$ cat config.mk
export PLATFORM = sky130hd
export DESIGN_NAME = irq_nest_ctrl
export DESIGN_NICKNAME = d
export VERILOG_FILES = /design/src/rtl/irq_nest_pkg.sv /design/src/rtl/irq_nest_dp.sv /design/src/rtl/irq_nest_ctl.sv /design/src/rtl/irq_nest_ctrl.sv
export SDC_FILE = /design/constraint.sdc
export NUM_CORES = 1
export LEC_CHECK = 0
export ABC_AREA = 1
export BUFFER_PORTS_ARGS = -buffer_cell sky130_fd_sc_hd__buf_2
export CAP_MARGIN = 20
export CORE_UTILIZATION = 40
export CTS_CLUSTER_DIAMETER = 100
export DETAILED_ROUTE_END_ITERATION = 10
export HOLD_SLACK_MARGIN = 0.12
export PLACE_DENSITY = 0.61
export SKIP_LAST_GASP = 1
export SYNTH_ARGS = -nofsm -noshare
export SYNTH_HDL_FRONTEND = slang
export SYNTH_SLANG_ARGS = --single-unit
$ cat constraint.sdc
create_clock -name clk -period 9.3 [get_ports clk]
set_input_delay 0.93 -clock clk [delete_from_list [all_inputs] [get_ports clk]]
set_output_delay 0.93 -clock clk [all_outputs]
set_load 0.02 [all_outputs]
$ cat src/rtl/irq_nest_pkg.sv
package irq_nest_pkg;

  localparam int NUM_SRC = 7;
  localparam int LVL_W   = 2;
  localparam int NUM_LVL = 1 << LVL_W;
  localparam int IDX_W   = $clog2(NUM_SRC);
  localparam int RANK_W  = LVL_W + 1;

  // Source indices whose flag-clear policy is fixed by hardware.
  localparam int SRC_EXT0 = 0;
  localparam int SRC_TMR0 = 1;
  localparam int SRC_EXT1 = 2;
  localparam int SRC_TMR1 = 3;

  typedef struct packed {
    logic capture;  // latch the current arbitration winner
    logic grant;    // core took the acknowledge
  } ctlStrb_t;

  typedef enum logic [1:0] {
    ST_IDLE = 2'd0,
    ST_SEL  = 2'd1,
    ST_ACK  = 2'd2
  } ctlState_t;

endpackage

$ cat src/rtl/irq_nest_dp.sv
module irq_nest_dp
  import irq_nest_pkg::*;
#(
  parameter int ADDR_W   = 8,
  parameter int DATA_W   = 8,
  parameter int VEC_W    = 8,
  parameter int ADDR_EN  = 'h10,
  parameter int ADDR_PLO = 'h11,
  parameter int ADDR_PHI = 'h12,
  parameter int VEC_BASE = 3,
  parameter int VEC_STEP = 8
) (
  input  logic               clk,
  input  logic               rstN,
  input  logic               regWe,
  input  logic [ADDR_W-1:0]  regAddr,
  input  logic [DATA_W-1:0]  regWdata,
  output logic [DATA_W-1:0]  regRdata,
  input  logic [NUM_SRC-1:0] srcFlag,
  input  logic [1:0]         extEdge,
  input  ctlStrb_t           strb,
  output logic               candValid,
  output logic [LVL_W-1:0]   candLvl,
  output logic [LVL_W-1:0]   heldLvl,
  output logic [VEC_W-1:0]   vecAddr,
  output logic [NUM_SRC-1:0] flagClr
);

  localparam int GLB_BIT = DATA_W - 1;
  localparam int PAD_W   = DATA_W - NUM_SRC;

  logic [DATA_W-1:0]  enReg;
  logic [NUM_SRC-1:0] prioLo;
  logic [NUM_SRC-1:0] prioHi;
  logic [NUM_SRC-1:0] pendMask;
  logic [NUM_SRC-1:0] clrPolicy;
  logic [LVL_W-1:0]   srcLvl [NUM_SRC];
  logic [IDX_W-1:0]   candIdx;
  logic [IDX_W-1:0]   heldIdx;

  wire selEn  = regWe && (regAddr == ADDR_W'(ADDR_EN));
  wire selPlo = regWe && (regAddr == ADDR_W'(ADDR_PLO));
  wire selPhi = regWe && (regAddr == ADDR_W'(ADDR_PHI));

  always_ff @(posedge clk) begin
    if (!rstN) begin
      enReg  <= '0;
      prioLo <= '0;
      prioHi <= '0;
    end else begin
      if (selEn)  enReg  <= regWdata;
      if (selPlo) prioLo <= regWdata[NUM_SRC-1:0];
      if (selPhi) prioHi <= regWdata[NUM_SRC-1:0];
    end
  end

  always_comb begin
    if (regAddr == ADDR_W'(ADDR_EN))       regRdata = enReg;
    else if (regAddr == ADDR_W'(ADDR_PLO)) regRdata = {{PAD_W{1'b0}}, prioLo};
    else if (regAddr == ADDR_W'(ADDR_PHI)) regRdata = {{PAD_W{1'b0}}, prioHi};
    else                                   regRdata = '0;
  end

  // Level of each source is the pair {high bit, low bit}.
  for (genvar i = 0; i < NUM_SRC; i++) begin : g_lvl
    assign srcLvl[i] = {prioHi[i], prioLo[i]};
  end

  assign pendMask = srcFlag & enReg[NUM_SRC-1:0] & {NUM_SRC{enReg[GLB_BIT]}};

  // Scan from the highest index down; ">=" lets the lower index win ties.
  always_comb begin
    candValid = 1'b0;
    candLvl   = '0;
    candIdx   = '0;
    for (int i = NUM_SRC - 1; i >= 0; i--) begin
      if (pendMask[i] && (!candValid || srcLvl[i] >= candLvl)) begin
        candValid = 1'b1;
        candLvl   = srcLvl[i];
        candIdx   = IDX_W'(i);
      end
    end
  end

  always_ff @(posedge clk) begin
    if (!rstN) begin
      heldIdx <= '0;
      heldLvl <= '0;
    end else if (strb.capture) begin
      heldIdx <= candIdx;
      heldLvl <= candLvl;
    end
  end

  assign vecAddr = VEC_W'(VEC_BASE) + VEC_W'(VEC_STEP) * VEC_W'(heldIdx);

  // Which sources get a hardware flag clear on vectoring.
  always_comb begin
    clrPolicy           = '0;
    clrPolicy[SRC_EXT0] = extEdge[0];
    clrPolicy[SRC_EXT1] = extEdge[1];
    clrPolicy[SRC_TMR0] = 1'b1;
    clrPolicy[SRC_TMR1] = 1'b1;
  end

  always_ff @(posedge clk) begin
    if (!rstN)           flagClr <= '0;
    else if (strb.grant) flagClr <= clrPolicy & (NUM_SRC'(1) << heldIdx);
    else                 flagClr <= '0;
  end

endmodule

$ cat src/rtl/irq_nest_ctl.sv
module irq_nest_ctl
  import irq_nest_pkg::*;
(
  input  logic               clk,
  input  logic               rstN,
  input  logic               cycleTick,
  input  logic               candValid,
  input  logic [LVL_W-1:0]   candLvl,
  input  logic [LVL_W-1:0]   heldLvl,
  input  logic               ackTake,
  input  logic               retStrobe,
  output ctlStrb_t           strb,
  output logic               ackValid,
  output logic [NUM_LVL-1:0] svcMask
);

  ctlState_t          state;
  ctlState_t          stateNxt;
  logic [NUM_LVL-1:0] topBit;
  logic [RANK_W-1:0]  curRank;
  logic               eligible;

  // Highest set level: one-hot form and rank (0 = nothing in service).
  always_comb begin
    topBit  = '0;
    curRank = '0;
    for (int l = 0; l < NUM_LVL; l++) begin
      if (svcMask[l]) begin
        topBit    = '0;
        topBit[l] = 1'b1;
        curRank   = RANK_W'(l + 1);
      end
    end
  end

  assign eligible = candValid && ((RANK_W'(candLvl) + RANK_W'(1)) > curRank);

  always_comb begin
    stateNxt     = state;
    strb.capture = 1'b0;
    strb.grant   = 1'b0;
    unique case (state)
      ST_IDLE: if (cycleTick && eligible) begin
        strb.capture = 1'b1;
        stateNxt     = ST_SEL;
      end
      ST_SEL:  stateNxt = ST_ACK;
      ST_ACK:  if (ackTake) begin
        strb.grant = 1'b1;
        stateNxt   = ST_IDLE;
      end
      default: stateNxt = ST_IDLE;
    endcase
  end

  always_ff @(posedge clk) begin
    if (!rstN) begin
      state   <= ST_IDLE;
      svcMask <= '0;
    end else begin
      state   <= stateNxt;
      svcMask <= (svcMask & ~(retStrobe ? topBit : '0))
               | (strb.grant ? (NUM_LVL'(1) << heldLvl) : '0);
    end
  end

  assign ackValid = (state == ST_ACK);

endmodule

$ cat src/rtl/irq_nest_ctrl.sv
module irq_nest_ctrl
  import irq_nest_pkg::*;
#(
  parameter int ADDR_EN  = 'h10,
  parameter int ADDR_PLO = 'h11,
  parameter int ADDR_PHI = 'h12
) (
  input  logic       clk,
  input  logic       rstN,
  input  logic       regWe,
  input  logic [7:0] regAddr,
  input  logic [7:0] regWdata,
  output logic [7:0] regRdata,
  input  logic [6:0] srcFlag,
  input  logic [1:0] extEdge,
  input  logic       cycleTick,
  output logic       ackValid,
  output logic [7:0] vecAddr,
  input  logic       ackTake,
  input  logic       retStrobe,
  output logic [6:0] flagClr
);

  ctlStrb_t           strb;
  logic               candValid;
  logic [LVL_W-1:0]   candLvl;
  logic [LVL_W-1:0]   heldLvl;
  logic [NUM_LVL-1:0] svcMask;

  irq_nest_dp #(
    .ADDR_W(8), .DATA_W(8), .VEC_W(8),
    .ADDR_EN(ADDR_EN), .ADDR_PLO(ADDR_PLO), .ADDR_PHI(ADDR_PHI),
    .VEC_BASE(3), .VEC_STEP(8)
  ) uDp (
    .clk(clk), .rstN(rstN),
    .regWe(regWe), .regAddr(regAddr), .regWdata(regWdata), .regRdata(regRdata),
    .srcFlag(srcFlag), .extEdge(extEdge), .strb(strb),
    .candValid(candValid), .candLvl(candLvl), .heldLvl(heldLvl),
    .vecAddr(vecAddr), .flagClr(flagClr)
  );

  irq_nest_ctl uCtl (
    .clk(clk), .rstN(rstN), .cycleTick(cycleTick),
    .candValid(candValid), .candLvl(candLvl), .heldLvl(heldLvl),
    .ackTake(ackTake), .retStrobe(retStrobe),
    .strb(strb), .ackValid(ackValid), .svcMask(svcMask)
  );

endmodule

Yosys cells after proc, flatten, opt, wreduce, memory -nomap -nowiden:

Cells that the tools add are included.
Widths: inputs -> output; s select.

* register bits after elaboration: 40
* bits of input ports: 31
* output and inout port bits: 24
* word-level logic and storage cells: 99

* $add $sub $neg: 2
* order comparisons: 7
* equal/unequal tests: 7
* shifts and indexed selects: 2
* multiplexer cells: 41
* bitwise logic cells: 6
* reductions and logical operators: 26

Operators with widths (count)
* $mux 3: 9
* $eq 8x5->1 const B: 3
* $mux 2: 12
* $mux 8: 2
* $and 7x7->7: 2
* $mux 1: 13
* $ge 2x2->1: 6
* $mux 4: 3
* $logic_and 1x1->1: 11
* $add 2x6->7 const A: 1
* $and 4x7->7: 1
* $mux 7: 1
* $shl 1x3->7 const A: 1
* $logic_not 1->1: 6
* $logic_or 1x1->1: 6
* $pmux 2 s3: 1
* $and 4x4->4: 1
* $ne 2x1->1 const B: 2
* $not 4->4: 1
* $or 4x4->4: 1
* $reduce_and 2->1: 2
* $shl 1x2->4 const A: 1
* $add 2x1->3 const B: 1
* $gt 3x3->1: 1
* 3 further kinds: 3

Depth between registers and ports, before layout:

Gate-level depths: netlist of the first run.

* word-level depth: 33
* gate-level depth with buffers: 64
* mapped depth without buffers: 63

Modules after synthesis:

Synthesis of the first run repeated with hierarchy kept, for this count alone.

* cells, all modules: 356
* area, all modules: 2501.1 µm²

By module, submodules not included
* irq_nest_dp: instances 1, cells an instance 293, area each 2098.3 µm², seq. area each 620.6 µm²
* irq_nest_ctl: instances 1, cells an instance 63, area each 402.9 µm², seq. area each 120.1 µm²

Worst setup path before layout of the first run:

Ideal clock, no wire load.

* path type: input-to-reg
* from: input port srcFlag[6]
* to: register uDp.heldIdx[2]
* library setup time: 69 ps
* arrival: 7635 ps
* data required time: 9231 ps
* setup slack: 1596 ps
* stages on the path: 54
* buffers on the path: 0
* cell sequence: nand3_2 clkinv_1 nand2_1 inv_1 ha_1 o21ai_0 nand2_2 nand2_2 nand2_1 and2_1 ha_1 inv_1 nand2_1 nand2_1 nand3_1 nand2_1 inv_1 nand2_1 [... 18 more ...] nand2_1 and2_1 ha_1 o21ai_0 nand3b_1 nand2_1 nand3_1 nand2_1 ha_1 ha_1 nand2_1 nor2_1 a211oi_1 a311oi_1 nand2_2 inv_2 nand2_1 o21ai_1

* word-level cells in the longest chain between the ends: 33
* elaborated cells between the ends (all ways): 53
* those cells by class: add/sub (1); order compare (7); mux (23); bitwise (2); reduce/logical (20)

RTL lines
* start: declaration: line irq_nest_ctrl.sv:14 `input logic [6:0] srcFlag,`
* $and 7x7->7 (*) (2 in a row): line irq_nest_dp.sv:69 `assign pendMask = srcFlag & enReg[NUM_SRC-1:0] & {NUM_SRC{enReg[GLB_BIT]}};`
* $mux 2 / $mux 1 (equally long branches): line irq_nest_dp.sv:77 `if (pendMask[i] && (!candValid || srcLvl[i] >= candLvl)) begin`
* $ge 2x2->1 / $logic_not 1->1 (equally long branches): line irq_nest_dp.sv:77
* $logic_or 1x1->1: line irq_nest_dp.sv:77
* $logic_and 1x1->1: line irq_nest_dp.sv:77
* $mux 2 / $mux 1 (equally long branches): line irq_nest_dp.sv:77
* $ge 2x2->1 / $logic_not 1->1 (equally long branches): line irq_nest_dp.sv:77
* $logic_or 1x1->1: line irq_nest_dp.sv:77
* [... 17 more ...]
* $mux 2 (*): line irq_nest_dp.sv:77
* named net candLvl[1]: line irq_nest_ctrl.sv:26 `logic [LVL_W-1:0] candLvl;`
* $add 2x1->3 (*): line irq_nest_ctl.sv:36 `assign eligible = candValid && ((RANK_W'(candLvl) + RANK_W'(1)) > curRank);`
* $gt 3x3->1 (*): line irq_nest_ctl.sv:36
* $logic_and 1x1->1 (*): line irq_nest_ctl.sv:36
* $logic_and 1x1->1 (*): line irq_nest_ctl.sv:43 `ST_IDLE: if (cycleTick && eligible) begin`
* $mux 1 (*): line irq_nest_ctl.sv:43
* $mux 1 (*): line irq_nest_ctl.sv:42 `unique case (state)`
* end signal: assignment: line irq_nest_dp.sv:90 `heldIdx <= candIdx;`
* end: declaration: line irq_nest_dp.sv:39 `logic [IDX_W-1:0] heldIdx;`

The timed path passes the listed nets; every way through them passes the cells marked *.
A chain may end at the register's enable or synchronous reset.

Worst setup path after layout of the first run:

Same ends and word-level chain as after synthesis.

==> results of run 1 <==
## state kept, by name, summed over array words and instances (netlist names)
| signal | flops |
|---|---|
| uDp.enReg | 8 |
| uDp.heldLvl | 2 |
| uCtl.svcMask | 4 |
| uDp.heldIdx | 3 |
| uDp.prioHi | 7 |
| uDp.flagClr | 4 |
| uCtl.state | 2 |
| uDp.prioLo | 7 |
## final cells by class
cell class / instances / share of cell area [%]
clock buffer: 7 / 3.10
inverter: 54 / 7.36
multi-input combinational: 242 / 51.3
sequential: 37 / 26.6
tap: 75 / 3.37
timing repair buffer: 46 / 8.26
## layout by cell type (no fill, tap or decap), types with 2 or more instances in the layout
cell and instances:
and2_1 6, o21ai_0 20, clkinv_1 3, conb_1 8
ha_1 16, nand4_1 2, inv_2 9, nor4_4 3
o21ai_2 3, o32ai_1 3, a21oi_2 3, clkbuf_8 6
o211ai_1 4, nand2_1 69, o21ai_1 6, inv_1 41
nor2_1 15, nand3b_1 2, buf_2 46, nand3_1 30
dfxtp_1 37, nand3_2 6, nor3_1 4, a21oi_1 24
nand2_2 6
## per-layer routing
| layer | global-route usage (%) | part of all wire [%] | vias to the layer above |
|---|---|---|---|
| li1 | - | - | 1199 |
| met1 | 26.7 | 49 | 1028 |
| met2 | 31.5 | 44 | 52 |
| met3 | 4.32 | 4.8 | 11 |
| met4 | 6.43 | 2.0 | 0 |
| met5 | 0 | 0 | - |
## worst paths after layout
check | from | to | cells past startpoint | slack (ns)
setup reg to reg | uDp.enReg[7] | uDp.heldIdx[2] | 54 | 1.10
hold / removal | uDp.heldLvl[0] | uCtl.svcMask[0] | 1 | 0.47
hold reg to reg | uDp.heldLvl[0] | uCtl.svcMask[0] | 1 | 0.47
setup / recovery | srcFlag[6] | uDp.heldIdx[2] | 55 | 0.99
## power by group
part           leakage, nW  internal (mW)  switching [mW]
combinational        0.952        0.00660          0.0143
sequential           0.298          0.158        0.000149
clock               0.0443         0.0588          0.0565
total                 1.29          0.224          0.0709
## logic make-up after synthesis
kind of cell	Yosys count
AND/OR/NAND/NOR	149
AO/OA/AOI/OAI	69
buffers and inverters	68
flip-flops	37
adder cells (fa/ha/maj)	16
other	2
## critical path, delay by kind of cell
family | cells | cell delay (ns)
buffers and inverters | 7 | 0.61
AOI/OAI and AO/OA | 10 | 1.68
adders and majority gates | 8 | 2.06
and+or+nand+nor | 30 | 3.22
## cells in the mapped netlist (all sizes together) (2+ instances only)
cell,number
nor2,18
nand3,36
buf,11
nor3,4
nand2,76
ha,16
clkbuf,3
conb,2
clkinv,3
a21oi,27
o21ai,29
nand4,2
inv,51
o32ai,3
and2,6
dfxtp,37
nor4,3
o211ai,5
nand3b,3
## stage by stage
step | hold WS [ns] | utilization, % | instance area [sq um] | setup slack [ns] | instances
after CTS | 0.467 | 47.1 | 2790 | 1.00 | 461
final | 0.468 | 47.1 | 2790 | 0.994 | 461
after detailed placement | 0.457 | 45.6 | 2700 | 0.726 | 454
after global placement | 0.466 | 45.6 | 2700 | 0.934 | 454
after global routing | 0.495 | 47.1 | 2790 | 0.122 | 461
after floorplan | 0.444 | - | 2480 | 1.60 | 347
==> metrics.txt, run 1 <==
drt initial violations 117; pin slew with the least headroom to its limit 0.679 ns; Avg Cell Area, Syn 7.20 sq um; Final period util 89.3%; DRC Markers 0; crit path time final just over 8 ns; Synth area leader dfxtp_1; DR pass1 iterations 4; synthesized area around 2500 sq um; Core Region 5920 sq um; first-pass GRT wire length 9890 um; Slowest-stage cell, CP ha_1; DPL Wire Length 4690 um; Cells after Synth 341; slowest stage delay, CP between 0.2 and 0.3 ns; post-synthesis xor/xnor area fraction 0%; Synth warnings 0; gpl congestion 0.873; FFs w/ async S/R, synth 0%; final setup fails 0; area fraction in compound gates after synthesis 17.2%; wire length per cell 12.9 um; P&R area growth vs syn 13.5%; total power 0.295 mW; clock-pin slew on the worst setup and hold paths 0.07 ns; largest family of logic cells by synthesized area simple AND/OR/NAND/NOR gates; clock buffer count from CTS 5; Synth top area share 30.2%; Synth Area in Simple Gates 31.7%; # resized after CTS 0; Clock Skews around 0.0098 ns; mux share of post-synthesis cell area 0%; CTS tree done; Arr. time, crit path between 8 and 9 ns; Worst-Skew Late Latency 0.29 ns; vias in the first global route 2086; critical path type input port to flop; fraction of layout cells with a size suffix above 1 a little under a quarter; # IOs 55; clock buffer depth 2; # diodes 0; fmax 0.120 GHz; grt ovf 0; Setup Buffers After CTS 0; VDD IR max 83.8 uV; Fin. Hold Viols 0; via count roughly 2300; synth unique cells 39; startpoint types input port; final slew viol count 0; setup_tns 0 ns; Worst Hold Class flop to flop; register area share after synthesis 30.2%; Routed Antenna Nets 0; Top cell by count, worst path nand2_1; Port Buf Inserts 46; outcome finished, final reports clean; H-tree Lvls 2; hold buffer count at cts 0; RSZ-0062 raised after global routing no; initial antenna violation count 0; Rel. slew slack 54.4%; Filler cells 629; Nets approximately 430; Crit. End Element flop; maximum number of pins on one net before global-route repair 21; clk root buf clkbuf_8; flip-flop and latch area 741 sq um; clock sinks 37; initial core utilization 41.5%; # rows 28; gr usage total about a fifth; routed wire length 5930 um; critical path required time 9.52 ns; ys flop type dfxtp_1; largest cells by area after synthesis dfxtp_1, nand2_1, ha_1; #FFs+latches synth 37; via/cell ratio ~5.0; static leakage about 1.3 nW; die area 6460 sq um; Multi-input gate area 1430 sq um; Die Wd 80.4 um; die height 80.4 um; MaxCap Viol Count 0; power per standard cell area 106 nW/um^2; number of flops mapped to enable cells by yosys 0; crit-path max FO 6; adder-cell share of the synthesized area 8.15%
(Power assumes the default switching activity.)
==> run 2, diff against run 1 <==
PLACE_DENSITY = 0.63   (was 0.61)
clock period = 6.65 ns   (was 9.3 ns; I/O delays follow)
==> metrics.txt, run 2 (synthesized netlist as in run 1, its figures left out) <==
DRC Markers 0; startpoint types input port; Top cell by count, worst path nand2_2; clock buffer count from CTS 5; maximum number of pins on one net before global-route repair 21; Crit. End Element flop; total power 0.407 mW; MaxCap Viol Count 0; Slowest-stage cell, CP ha_4; slowest stage delay, CP between 0.2 and 0.3 ns; VDD IR max 127 uV; final worst setup slack -0.321 ns; clock-pin slew on the worst setup and hold paths ~0.070 ns; gpl congestion 0.841; gr usage total 22.2%; crit-path max FO 5; CTS tree done; hold slack between 0.4 and 0.5 ns; Fin. Hold Viols 0; die height 80.4 um; critical path type input port to flop; Port Buf Inserts 46; # IOs 55; Core Region approximately 5900 sq um; die area ~6500 sq um; commonest non-fill, non-tap cell in the layout buf_4; # rows 28; clk root buf clkbuf_8; final setup fails 6; final slew viol count 0; fraction of layout cells with a size suffix above 1 49.0%; Clock Skews 0.00571 ns; max reg flops 8; vias in the first global route 2410; Die Wd approximately 80 um; Sw Pwr 0.103 mW; register with the most flip-flops uDp.enReg; Sequential Power Share 54.6%; DP Area 3080 sq um; H-tree Lvls 2; via count between 2000 and 3000; first-pass GRT wire length 11000 um; drt initial violations 78; hold buffer count at cts 0; # diodes 0; Finished Core Util a little over 60%; via/cell ratio 4.96; initial core utilization 41.5%; clock sinks 37; Arr. time, crit path 7.17 ns; Comb pwr share 7.4%; setup_tns -1.63 ns; Rel. slew slack 58.1%; Reg2Reg Setup Slack -0.29 ns; Worst-Skew Late Latency 0.29 ns; Clock power frac between 30% and 40%; grt ovf 0; failing checks setup timing; Worst Hold Class flop to flop; fmax 0.143 GHz; routed wire length 6910 um; Filler cells 538; Final period util 105%; Int Power roughly 0.30 mW; critical path required time 6.85 ns; clock buffer depth 2; power per standard cell area between 100 and 150 nW/um^2; P&R area growth vs syn 49.0%; most frequent cells in the layout buf_4, nand2_1, buf_2, dfxtp_1, inv_1; Largest regs uDp.enReg x8, uDp.prioHi x7, uDp.prioLo x7; static leakage about 1.7 nW; pin slew with the least headroom to its limit 0.624 ns; Routed Antenna Nets 0; outcome finished with violations; initial antenna violation count 0; RSZ-0062 raised after global routing yes; fraction of power spent switching nets 25.3%; DPL Wire Length roughly 5000 um; DR pass1 iterations 4; crit path time final 6.97 ns; wire length per cell 13.1 um; post-route cell area 3660 sq um; Nets 499
## run 2: changes by cell type in the layout (fill, tap and decap cells not counted), moves of 5 or more
cell,previous run,this run
and2_1,6,1
and2_4,0,5
buf_4,0,62
buf_6,0,5
ha_1,16,4
ha_4,0,11
inv_1,41,36
nand2_1,69,49
nand2_2,6,21
nand2_4,1,6
nand3_1,30,22
o21ai_2,3,9
## run 2: final timing paths
path,start,endpoint,depth (start not counted)
setup reg to reg,uDp.enReg[6],uDp.heldLvl[0],55
hold / removal,uDp.heldLvl[0],uCtl.svcMask[0],1
hold reg to reg,uDp.heldLvl[0],uCtl.svcMask[0],1
setup / recovery,srcFlag[6],uDp.heldLvl[0],57
## run 2: power groups by stage
stage,Clock [mW],Sequential (mW),Combinational (mW)
floorplan,0,0.227,0.0182
global placement,0,0.227,0.0285
detailed placement,0,0.227,0.0290
CTS,0.159,0.222,0.0298
global route,0.168,0.222,0.0334
finish,0.155,0.222,0.0301
## run 2: area by class of cell
type / count / area, sq um / share of cell area, %
flip-flops and latches: 37 / 741 / 20.2
clock buffers: 5 / 68.8 / 1.88
inverters: 54 / 216 / 5.91
well taps: 75 / 93.8 / 2.56
repair buffers: 112 / 747 / 20.4
clock inverters: 3 / 17.5 / 0.479
multi-input cells: 242 / 1780 / 48.5
## run 2: worst max-delay path, delay by kind of cell
family	cells	cell delay, ns
AO/OA/AOI/OAI	7	0.83
AND/OR/NAND/NOR	29	2.68
buffers and inverters	14	1.31
adder cells (fa/ha/maj)	7	1.67
## run 2: per-layer routing
layer | GRT usage [%] | vias to the layer above | wire, um
met4 | 6.96 | 0 | 106
met1 | 29.6 | 1229 | 3270
met5 | 0 | - | 0
met3 | 4.32 | 10 | 156
met2 | 35.6 | 42 | 3380
li1 | - | 1337 | -
## run 2: stage by stage
stage	std cells	setup WS, ns
CTS	519	-0.381
global route	528	-0.780
finish	528	-0.321
detailed placement	494	-1.11
global placement	494	-0.900
floorplan	347	-0.438
## run 2: what timing repair did
item / CTS / global route
setup buffers: 17 / 9
gates resized for setup: 17 / 44
setup endpoints to repair: 6 / 6
gates cloned: 0 / 0
pin swaps: 36 / 40
